`src/rtl/busio_pkg.sv`:
```
package busio_pkg;
  localparam int unsigned IN_PORTS  = 2;
  localparam int unsigned OUT_PORTS = 2;
  localparam int unsigned DATA_W    = 8;
  localparam int unsigned SEL_W     = 3;
  localparam int unsigned REGIONS   = 1 << SEL_W;

  typedef struct packed {
    logic [IN_PORTS-1:0]  rdSel;
    logic [OUT_PORTS-1:0] wrLoad;
    logic                 capture;
  } strobe_t;
endpackage

```
`src/rtl/busio_ctrl.sv`:
```
module busio_ctrl
  import busio_pkg::*;
#(
  parameter int unsigned IN_BASE  = 0,
  parameter int unsigned OUT_BASE = 2
) (
  input  logic             clk,
  input  logic             rst,
  input  logic             ale,
  input  logic [SEL_W-1:0] addrTop,
  input  logic             rdN,
  input  logic             wrN,
  output strobe_t          strb
);
  localparam logic [SEL_W-1:0] IDLE_REGION = {SEL_W{1'b1}};

  logic             aleQ;
  logic             wrQ;
  logic [SEL_W-1:0] regionQ;
  logic             wrRise;
  logic             readPhase;

  // Address phase capture and strobe history
  always_ff @(posedge clk) begin
    if (rst) begin
      aleQ    <= 1'b0;
      wrQ     <= 1'b1;
      regionQ <= IDLE_REGION;
    end else begin
      aleQ <= ale;
      wrQ  <= wrN;
      if (aleQ && !ale) regionQ <= addrTop;
    end
  end

  assign wrRise    = !wrQ && wrN;
  assign readPhase = !rst && !rdN && wrN;

  // Region decode qualified by the read strobe
  for (genvar i = 0; i < IN_PORTS; i++) begin : g_rd
    localparam logic [SEL_W-1:0] MY_REGION = SEL_W'(IN_BASE + i);
    assign strb.rdSel[i] = readPhase && (regionQ == MY_REGION);
  end

  // Region decode qualified by the trailing write edge
  for (genvar j = 0; j < OUT_PORTS; j++) begin : g_wr
    localparam logic [SEL_W-1:0] MY_REGION = SEL_W'(OUT_BASE + j);
    assign strb.wrLoad[j] = !rst && wrRise && (regionQ == MY_REGION);
  end

  assign strb.capture = !rst && !wrN;
endmodule

```
`src/rtl/busio_datapath.sv`:
```
module busio_datapath
  import busio_pkg::*;
(
  input  logic                          clk,
  input  logic                          rst,
  input  strobe_t                       strb,
  input  logic [DATA_W-1:0]             busAdIn,
  input  logic [IN_PORTS*DATA_W-1:0]    inPins,
  output logic [DATA_W-1:0]             busDataOut,
  output logic                          busDriveEn,
  output logic [OUT_PORTS*DATA_W-1:0]   outPins
);
  logic [DATA_W-1:0] dataHold;

  // Last bus byte seen while the write strobe is low
  always_ff @(posedge clk) begin
    if (rst)               dataHold <= '0;
    else if (strb.capture) dataHold <= busAdIn;
  end

  for (genvar j = 0; j < OUT_PORTS; j++) begin : g_out
    logic [DATA_W-1:0] holdReg;
    always_ff @(posedge clk) begin
      if (rst)                 holdReg <= '0;
      else if (strb.wrLoad[j]) holdReg <= dataHold;
    end
    assign outPins[j*DATA_W +: DATA_W] = holdReg;
  end

  // Unlatched read path: one-hot select, OR mux
  always_comb begin
    busDataOut = '0;
    for (int i = 0; i < IN_PORTS; i++) begin
      if (strb.rdSel[i]) busDataOut |= inPins[i*DATA_W +: DATA_W];
    end
  end

  assign busDriveEn = |strb.rdSel;
endmodule

```
`src/rtl/busio_expander.sv`:
```
module busio_expander
  import busio_pkg::*;
#(
  parameter int unsigned IN_BASE  = 0,
  parameter int unsigned OUT_BASE = 2
) (
  input  logic                        clk,
  input  logic                        rst,
  input  logic                        ale,
  input  logic [SEL_W-1:0]            busAddrTop,
  input  logic [DATA_W-1:0]           busAdIn,
  input  logic                        rdN,
  input  logic                        wrN,
  output logic [DATA_W-1:0]           busDataOut,
  output logic                        busDriveEn,
  input  logic [IN_PORTS*DATA_W-1:0]  inPins,
  output logic [OUT_PORTS*DATA_W-1:0] outPins
);
  strobe_t strb;

  busio_ctrl #(
    .IN_BASE (IN_BASE),
    .OUT_BASE(OUT_BASE)
  ) u_ctrl (
    .clk    (clk),
    .rst    (rst),
    .ale    (ale),
    .addrTop(busAddrTop),
    .rdN    (rdN),
    .wrN    (wrN),
    .strb   (strb)
  );

  busio_datapath u_dp (
    .clk       (clk),
    .rst       (rst),
    .strb      (strb),
    .busAdIn   (busAdIn),
    .inPins    (inPins),
    .busDataOut(busDataOut),
    .busDriveEn(busDriveEn),
    .outPins   (outPins)
  );
endmodule

```
`config.mk`:
```
export PLATFORM = sky130hd
export DESIGN_NAME = busio_expander
export DESIGN_NICKNAME = d
export VERILOG_FILES = /design/src/rtl/busio_pkg.sv /design/src/rtl/busio_ctrl.sv /design/src/rtl/busio_datapath.sv /design/src/rtl/busio_expander.sv
export SDC_FILE = /design/constraint.sdc
export NUM_CORES = 1
export LEC_CHECK = 0
export ABC_AREA = 1
export BUFFER_PORTS_ARGS = -buffer_cell sky130_fd_sc_hd__clkbuf_2
export CAP_MARGIN = 20
export CORE_UTILIZATION = 41
export CTS_BUF_LIST = sky130_fd_sc_hd__clkbuf_8 sky130_fd_sc_hd__clkbuf_16
export CTS_CLUSTER_SIZE = 8
export DETAILED_ROUTE_END_ITERATION = 12
export MAX_ROUTING_LAYER = met4
export PLACE_DENSITY = 0.71
export SYNTH_ARGS = -nofsm -noshare
export SYNTH_HDL_FRONTEND = slang
export SYNTH_SLANG_ARGS = --single-unit
```
`constraint.sdc`:
```
create_clock -name clk -period 2.1 [get_ports clk]
set_clock_uncertainty 0.05 [all_clocks]
set_input_delay 0.42 -clock clk [delete_from_list [all_inputs] [get_ports clk]]
set_output_delay 0.42 -clock clk [all_outputs]
set_load 0.03 [all_outputs]
```
==> results of run 1 <==
cell type report:
type	instances	area [um2]
inverter	14	52.6
fill	337	1330
sequential	29	584
timing repair buffer	58	295
tap	44	55.1
clock buffer	6	82.6
clock inverter	1	3.75
multi-input combinational	131	651
through the flow:
stage | area (um2) | worst slack [ps]
after floorplan | 1320 | 280
after global placement | 1630 | 370
after detailed placement | 1630 | 361
after CTS | 1720 | 66.1
after global routing | 1720 | 43.6
final | 1720 | 146
registers in the layout, indices dropped and copies added (netlist names):
| signal | cells |
|---|---|
| u_dp.g_out.holdReg | 16 |
| u_dp.dataHold | 8 |
| u_ctrl.aleQ | 1 |
| u_ctrl.wrQ | 1 |
| u_ctrl.regionQ | 3 |
cells by family (layout without fill, tap and decap cells):
| family | Yosys count | after routing | share of synthesized area (%) |
|---|---|---|---|
| simple gates | 121 | 121 | 44.9 |
| compound gates | 10 | 10 | 4.17 |
| flops | 29 | 29 | 44.0 |
| buf+inv | 20 | 79 | 6.92 |
per-layer routing:
layer | GRT usage [%] | wire length, um | up-vias
li1 | - | - | 699
met5 | - | 0 | -
met3 | 4.62 | 120 | 7
met4 | 8.16 | 46 | 0
met2 | 23.9 | 1210 | 33
met1 | 25.0 | 1410 | 544
power by group through the flow:
stage | Combinational, W | Clock [W] | Sequential [W]
after detailed placement | 0.000104 | 0 | 0.000588
after floorplan | 0.0000603 | 0 | 0.000589
after global placement | 0.000103 | 0 | 0.000588
after global routing | 0.000116 | 0.000484 | 0.000578
final | 0.000104 | 0.000444 | 0.000577
after CTS | 0.000104 | 0.000454 | 0.000576
final timing paths:
check	endpoint	slack (ps)	startpoint
worst min register to register	u_dp.g_out[1].holdReg[1]	430	u_dp.g_out[1].holdReg[1]
worst min-delay path	u_ctrl.aleQ	270	rst
worst max register to register	u_dp.g_out[1].holdReg[0]	920	u_ctrl.wrQ
worst max-delay path	busDataOut[2]	150	u_ctrl.regionQ[1]
cells in the final DEF, fill, tap and decap left out:
cell,instances
clkbuf_2,55
nand3_1,41
nor2_1,34
nand2_1,33
dfxtp_1,26
inv_1,11
o21ai_0,8
clkbuf_8,6
nor2_4,5
inv_2,4
dfxtp_2,3
nand3_2,2
o211ai_1,2
buf_4,2
or2_4,1
nand2_2,1
nor2_8,1
nor3_4,1
nor3_1,1
nor2_2,1
buf_2,1
worst max-delay path, stage by stage, from the launching register on:
cell and delay [ps]:
dfxtp_2 370, or2_4 280, nor2_4 190, nand3_1 100, nand2_1 70, clkbuf_2 200
==> impl_metrics.tcl, run 1 <==
set metrics [dict create \
    status "finished, final reports clean" \
    clockPowerShare_pct 39.5 \
    dr.pass1.iters 4 \
    yosysTopAreaCell "dfxtp_1" \
    holdPathStages 2 \
    remaining_drc_errors 0 \
    layout_min_cycle_time_ps 1950 \
    fmax_mhz 512 \
    layout-drive-gt1-share_pct 34.7 \
    crit_fanout 8 \
    post_cts_buffers 0 \
    cts_root_buf "clkbuf_8" \
    async_flop_share_pct 0 \
    cellLeakagePower_nw 0.833 \
    antenna_cells 0 \
    synth_top_area_share_pct 44.0 \
    maxCapViolCount 0 \
    criticalPathCategory "flip-flop to primary output" \
    switching_share_pct 23.4 \
    dieArea_mm2 0.00345 \
    synthFlopType "dfxtp_1" \
    syn_area_per_cell_um2 7.33 \
    worst_ir_drop_vdd_v 0.000454 \
    via_count 1283 \
    synth.area.top_cells "dfxtp_1 44%, nand3_1 16%, nor2_1 9.7%" \
    synthesis.instances 180 \
    cts_tree "yes" \
    grt_max_degree 30 \
    hold_violations 0 \
    port_buffers 56 \
    place_hpwl_mm 2.18 \
    synth_seq_cells 29 \
    drt_iter0_drc 43 \
    die_w_um 58.7 \
    cts_sinks 29 \
    finish.utilization_pct 56.5 \
    finalMaxSlewViolations 0 \
    seqPwrFrac_pct 51.3 \
    cts-hold-fix-buffers 0 \
    synth_common_cells "41 x nand3_1, 34 x nor2_1, 33 x nand2_1, 29 x dfxtp_1, 10 x inv_1" \
    p_sw_w 0.000263 \
    routed_wl_mm 2.79 \
    cp_data_required_time_ps 1630 \
    worst_slew_pin_slew_ps 514 \
    first_global_vias 994 \
    ant_nets 0 \
    setup_viol 0 \
    cts_resized 0 \
    syn_to_final_growth_pct 30.6 \
    coreArea_mm2 0.00305 \
    startpoint_type "flip-flop" \
    cellPowerDensity_mw_per_mm2 653 \
    cts_buffer_depth 2 \
    ys_types 19 \
    hold_slack_ps 272 \
    synth_warnings 0 \
    post_drt_wl_per_cell_um 9.84 \
    dp.cells 276 \
    gp_congestion 0.847 \
    start_util_pct 43.2 \
    combPwrFrac_pct 9.2 \
    yosysSeqAreaShare_pct 44.0 \
    via_per_inst 4.53 \
    finish.net_count 271 \
    post-synth-top-count-cell "nand3_1" \
    p_total_w 0.00113 \
    grt-ovfl-total 0 \
    p_int_w 0.000862 \
    die_h_um 58.7 \
    cts_htree_levels 2 \
    reg2reg_depth 4 \
    cts_buffers 5 \
    cp.arrival_ps 1480 \
    final.setup.tns_ps 0 \
    grt_pass1_wl_mm 4.49 \
    hold_class "primary input to flip-flop" \
    final_cell_count_no_fill 283 \
    top_level_ports 57 \
    finalCritPeriodShare_pct 93.1 \
    cp-end-kind "primary output" \
    clk_pin_slew_ps 60 \
    antenna_found_initial 0 \
    synth_edf_count 0 \
    num_rows 20 \
    synth_nets 212 \
    grt_setup_unrepaired "false" \
    grtUsageTotal_pct 17.9 \
    syn_area_mm2 0.00132 \
    clk_latency_ps 270 \
    relSlewSlack_pct 65.7 \
]
No activity file was read; power rests on OpenSTA's default activity.
==> inputs of run 2 (changes only) <==
--- a/config.mk
+++ b/config.mk
@@ -13,7 +13,8 @@
 export CTS_CLUSTER_SIZE = 8
 export DETAILED_ROUTE_END_ITERATION = 12
 export MAX_ROUTING_LAYER = met4
-export PLACE_DENSITY = 0.71
+export PLACE_DENSITY = 0.7
 export SYNTH_ARGS = -nofsm -noshare
 export SYNTH_HDL_FRONTEND = slang
+export SYNTH_HIERARCHICAL = 1
 export SYNTH_SLANG_ARGS = --single-unit
==> run 2 against run 1 <==
Net effect:
- worst hold slack improved by 55 ps
- flip-flop and latch count is the same
- area after synthesis up 1.2%
- design area grew 0.80%
- sequential share of layout area shrank 0.48 points
- via count is 0.70% higher
- die area is 1.2% higher
- register-to-register slack better by 50 ps
==> impl_metrics.tcl, run 2 <==
set metrics [dict create \
    yosysSeqAreaShare_pct 43.4 \
    cts_htree_levels 2 \
    worst_r2r_startpoint "u_ctrl/regionQ[0]" \
    holdPathEnd "u_ctrl/regionQ[0]" \
    layout_commonest_cell "nand2_1" \
    worst_r2r_endpoint "u_dp/g_out[0].holdReg[7]" \
    largest_reg_flops 16 \
    crit_fanout 9 \
    clk_pin_slew_ps 60 \
    grt_setup_unrepaired "false" \
    drt_iter0_drc 60 \
    fmax_mhz 517 \
    clk_latency_ps 280 \
    synth.area.top_cells "dfxtp_1 43%, nand2_1 22%, nor2_1 15%" \
    worst_ir_drop_vdd_v 0.000601 \
    cts_buffer_depth 2 \
    criticalPathCategory "flip-flop to primary output" \
    cp_data_required_time_ps 1630 \
    grt_max_degree 25 \
    async_flop_share_pct 0 \
    critPathSlowestCell "dfxtp_1" \
    yosysTopAreaCell "dfxtp_1" \
    start_util_pct 43.4 \
    synth_seq_cells 29 \
    gp_congestion 0.746 \
    grtUsageTotal_pct 17.8 \
    via_per_inst 4.18 \
    post-synth-top-count-cell "nand2_1" \
    coreArea_mm2 0.00308 \
    finalMaxSlewViolations 0 \
    synth_xor_area_share_pct 0 \
    die_w_um 59.1 \
    largestRegisters "u_dp/g_out.holdReg (16), u_dp/dataHold (8), u_ctrl/regionQ (3)" \
    hp-start "busAddrTop[0]" \
    synthesis.instances 206 \
    crit_family "buffers and inverters" \
    port_buffers 56 \
    layout_common_cells "77 x nand2_1, 56 x clkbuf_2, 55 x nor2_1, 29 x dfxtp_1, 20 x inv_1" \
    die_h_um 59.1 \
    syn_to_final_growth_pct 30.1 \
    synth_top_area_share_pct 43.4 \
    ys_types 13 \
    finalCritPeriodShare_pct 92.1 \
    place_hpwl_mm 1.94 \
    post_drt_wl_per_cell_um 8.41 \
    relSlewSlack_pct 74.9 \
    synth_warnings 6 \
    path_cells "inv_1 -> nand2_1 -> nor2_1 -> buf_4 -> or2_2 -> clkbuf_2" \
    synth_top_family_by_area "simple AND/OR/NAND/NOR gates" \
    hold_violations 0 \
    synthMuxAreaShare_pct 0 \
    path_buf_inv 3 \
    antenna_found_initial 0 \
    synth_nets 238 \
    synth_edf_count 0 \
    final.setup.tns_ps 0 \
    synth_common_cells "77 x nand2_1, 55 x nor2_1, 29 x dfxtp_1, 20 x inv_1, 8 x nand3_1" \
    grt-ovfl-total 0 \
    status "finished, final reports clean" \
    dieArea_mm2 0.00349 \
    cts_buffers 5 \
    cp-end-kind "primary output" \
    cellPowerDensity_mw_per_mm2 782 \
    num_rows 20 \
    setup_viol 0 \
    ff2ff_setup_slack_ps 970 \
    cts_tree "yes" \
    ant_nets 0 \
    layout-drive-gt1-share_pct 28.3 \
    remaining_drc_errors 0 \
    maxCapViolCount 0 \
    startpoint_type "flip-flop" \
    dr.pass1.iters 4 \
    hold_class "primary input to flip-flop" \
    pre_cts_ws_ps 268 \
    syn_area_mm2 0.00134 \
    slowest_delay_ps 380 \
    layout_min_cycle_time_ps 1930 \
    worst_slew_pin_slew_ps 376 \
    cts_sinks 29 \
    yosys.area_share.simple_pct 42.5 \
    reg2reg_depth 7 \
    synth_fa_ha_area_share_pct 0 \
    grt_pass1_wl_mm 4.53 \
    via_count 1292 \
    top_level_ports 57 \
    holdPathStages 3 \
    fin_ws_ps 166 \
    synth_compound_area_share_pct 0 \
    synthFlopType "dfxtp_1" \
    antenna_cells 0 \
    first_global_vias 1176 \
    regMostFlops "u_dp/g_out.holdReg" \
    cts_resized 0 \
    post_cts_buffers 0 \
    finish.net_count 296 \
    cellLeakagePower_nw 0.946 \
    routed_wl_mm 2.60 \
    cts-hold-fix-buffers 0 \
    cts_root_buf "clkbuf_8" \
    syn_area_per_cell_um2 6.49 \
    cp.arrival_ps 1460 \
]
[run 2: cell types whose count changed in the layout (fill, tap and decap cells not counted), sizes merged, moves of 7 or more]
cell,before,now
nand2,34,79
nand3,43,8
nor2,41,56
o21ai,8,0
inv,15,22
[run 2: logic make-up after synthesis]
| logic type | after synthesis |
|---|---|
| DFF | 29 |
| buffers and inverters | 32 |
| and+or+nand+nor | 145 |
[run 2: how the worst max path moves through the flow]
stage,to,start,depth (start not counted),slack [ps]
4_1_cts,busDriveEn,u_ctrl/regionQ[0],6,170
2_1_floorplan,busDataOut[0],rst,6,570
3_5_place_dp,busDriveEn,rst,7,270
5_1_grt,busDriveEn,u_ctrl/regionQ[0],6,70
3_3_place_gp,busDriveEn,rst,7,270
6_report,busDriveEn,u_ctrl/regionQ[0],6,170
[run 2: area by class of cell]
type | count | area, um2
clock buffers | 5 | 68.8
clock inverters | 3 | 65.1
fillers | 322 | 1340
inverters | 22 | 82.6
multi-input cells | 145 | 568
flip-flops and latches | 29 | 581
well taps | 44 | 55.1
repair buffers | 61 | 318
[run 2: metal layers]
metal  part of all wire [%]  global-route usage [%]  vias to the layer above
met3                    4.0                    4.59                        5
met4                    1.3                    8.16                        0
met2                     52                    30.7                       23
met1                     43                    19.1                      550
met5                      0                       -                        -
li1                       -                       -                      714
[run 2: worst min-delay path: stages]
cell      delay [ps]
clkbuf_2          70
nand3_1           60
nand3_1           70
[run 2: through the flow]
step / cells / utilization, % / area [um2] / hold WS [ps] / power [W]
floorplan: 206 / - / 1340 / 399 / 0.000651
global placement: 301 / 52.1 / 1600 / 405 / 0.000684
detailed placement: 301 / 52.1 / 1600 / 412 / 0.000685
CTS: 309 / 56.5 / 1740 / 321 / 0.00138
global route: 309 / 56.5 / 1740 / 347 / 0.00142
finish: 309 / 56.5 / 1740 / 327 / 0.00136
[run 2: power by group]
part	switching [W]	internal [W]	leakage (nW)
Clock	0.000216	0.000471	0.0681
Sequential	0.00000929	0.000566	0.236
Combinational	0.0000527	0.0000435	0.642
==> inputs of run 3 (changes only) <==
--- a/config.mk
+++ b/config.mk
@@ -8,12 +8,12 @@
 export ABC_AREA = 1
 export BUFFER_PORTS_ARGS = -buffer_cell sky130_fd_sc_hd__clkbuf_2
 export CAP_MARGIN = 20
-export CORE_UTILIZATION = 41
+export CORE_UTILIZATION = 50
 export CTS_BUF_LIST = sky130_fd_sc_hd__clkbuf_8 sky130_fd_sc_hd__clkbuf_16
 export CTS_CLUSTER_SIZE = 8
 export DETAILED_ROUTE_END_ITERATION = 12
 export MAX_ROUTING_LAYER = met4
-export PLACE_DENSITY = 0.7
+export PLACE_DENSITY = 0.83
 export SYNTH_ARGS = -nofsm -noshare
 export SYNTH_HDL_FRONTEND = slang
 export SYNTH_HIERARCHICAL = 1
==> run 3 against run 2 <==
Net effect:
- cell count shrank 4.5%
- core utilization grew 12 points
- via count grew 0.31%
- critical path depth grew 1
- count of clock-buffer cells in the layout grew 1
- non-clock buffer count is the same
- clock power shrank 16%
- highest routed layer unchanged
==> impl_metrics.tcl, run 3 (synthesis results as in run 2) <==
set metrics [dict create \
    grt_setup_unrepaired "false" \
    grt-ovfl-total 0 \
    cellLeakagePower_nw 0.941 \
    hold_violations 0 \
    via_count 1296 \
    first_global_vias 1032 \
    start_util_pct 53.5 \
    clk_pin_slew_ps 60 \
    cts_htree_levels 2 \
    finish.net_count 296 \
    worst_slew_pin_slew_ps 379 \
    post_cts_buffers 0 \
    cts-hold-fix-buffers 0 \
    coreArea_mm2 0.00250 \
    post_drt_wl_per_cell_um 8.68 \
    status "finished, final reports clean" \
    grtUsageTotal_pct 20.4 \
    crit_fanout 6 \
    nFillCells 226 \
    die_h_um 53.7 \
    ant_nets 0 \
    dieArea_mm2 0.00288 \
    finalCritPeriodShare_pct 91.5 \
    via_per_inst 4.39 \
    largestRegisters "u_dp/g_out.holdReg (16), u_dp/dataHold (8), u_ctrl/regionQ (3)" \
    reg2reg_depth 7 \
    remaining_drc_errors 0 \
    critPathSlowestCell "dfxtp_1" \
    antenna_found_initial 0 \
    top_level_ports 57 \
    layout-drive-gt1-share_pct 27.9 \
    layout_commonest_cell "nand2_1" \
    fin_ws_ps 179 \
    cts_resized 0 \
    setup_viol 0 \
    die_w_um 53.7 \
    cellPowerDensity_mw_per_mm2 735 \
    startpoint_type "flip-flop" \
    holdPathStages 2 \
    layout_min_cycle_time_ps 1920 \
    worst_path_most_repeated_cell "nand2_1" \
    gp_congestion 0.733 \
    relSlewSlack_pct 74.7 \
    layout_common_cells "77 x nand2_1, 56 x clkbuf_2, 55 x nor2_1, 29 x dfxtp_1, 21 x inv_1" \
    slowest_delay_ps 330 \
    cts_buffers 5 \
    path_cells "nor2_2 -> nand2_1 -> nor2_1 -> buf_4 -> nand2_1 -> nand2_1 -> clkbuf_2" \
    cts_buffer_depth 2 \
    cts_root_buf "clkbuf_8" \
    place_hpwl_mm 1.89 \
    cts_tree "yes" \
    p_total_w 0.00125 \
    routed_wl_mm 2.56 \
    cp-end-kind "primary output" \
    cp_data_required_time_ps 1630 \
    antenna_cells 0 \
    grt_pass1_wl_mm 4.01 \
    final.setup.tns_ps 0 \
    grt_max_degree 25 \
    cp.arrival_ps 1450 \
    clk_latency_ps 280 \
    hold_class "primary input to flip-flop" \
    num_rows 18 \
    pre_cts_ws_ps 237 \
    fmax_mhz 520 \
    worst_ir_drop_vdd_v 0.000682 \
    finalMaxSlewViolations 0 \
    criticalPathCategory "flip-flop to primary output" \
    drt_iter0_drc 19 \
    port_buffers 56 \
    regMostFlops "u_dp/g_out.holdReg" \
    maxCapViolCount 0 \
    syn_to_final_growth_pct 27.4 \
    hold_slack_ps 336 \
    cts_sinks 29 \
    largest_reg_flops 16 \
    dr.pass1.iters 4 \
]
-- run 3: cell types whose count changed in the layout (fill, tap and decap cells not counted) --
cell,delta
bufinv_16,-1
clkbuf_8,+1
clkinv_2,-1
inv_1,+1
-- run 3: area by class of cell --
class	count	area, um2	share of cell area, %
Tap cell	30	37.5	2.20
Timing Repair Buffer	61	318	18.7
Inverter	22	82.6	4.85
Clock inverter	2	33.8	1.98
Multi-Input combinational cell	145	568	33.4
Sequential cell	29	581	34.1
Clock buffer	6	82.6	4.85
-- run 3: path summary, 6_finish.rpt --
check | start | end | slack, ps
worst max-delay path | u_ctrl/regionQ[2] | busDataOut[6] | 180
worst min-delay path | rst | u_ctrl/aleQ | 340
worst max register to register | u_ctrl/regionQ[0] | u_dp/g_out[0].holdReg[5] | 980
worst min register to register | u_dp/g_out[0].holdReg[2] | u_dp/g_out[0].holdReg[2] | 420
-- run 3: stage by stage --
stage,std cells,cell area [um2],utilization [%]
2_1_floorplan,206,1340,-
3_3_place_gp,287,1590,63.5
3_5_place_dp,287,1590,63.5
4_1_cts,295,1700,68.1
5_1_grt,295,1700,68.1
6_report,295,1700,68.1
-- run 3: where the power goes --
part           internal [W]  switching (W)
Combinational     0.0000435      0.0000532
Clock              0.000381       0.000198
Sequential         0.000567     0.00000963
-- run 3: layer usage --
metal  vias up  track usage (%)  wire length [um]
met5         -                -                 0
met4         0             11.8                39
met3         6             5.93               134
met2        37             33.3              1260
met1       538             21.6              1130
li1        715                -                 -
-- run 3: critical path, delay by kind of cell (launching register included) --
kind | cells | cell delay, ps
buf+inv | 2 | 370
flops | 1 | 330
simple gates | 5 | 490
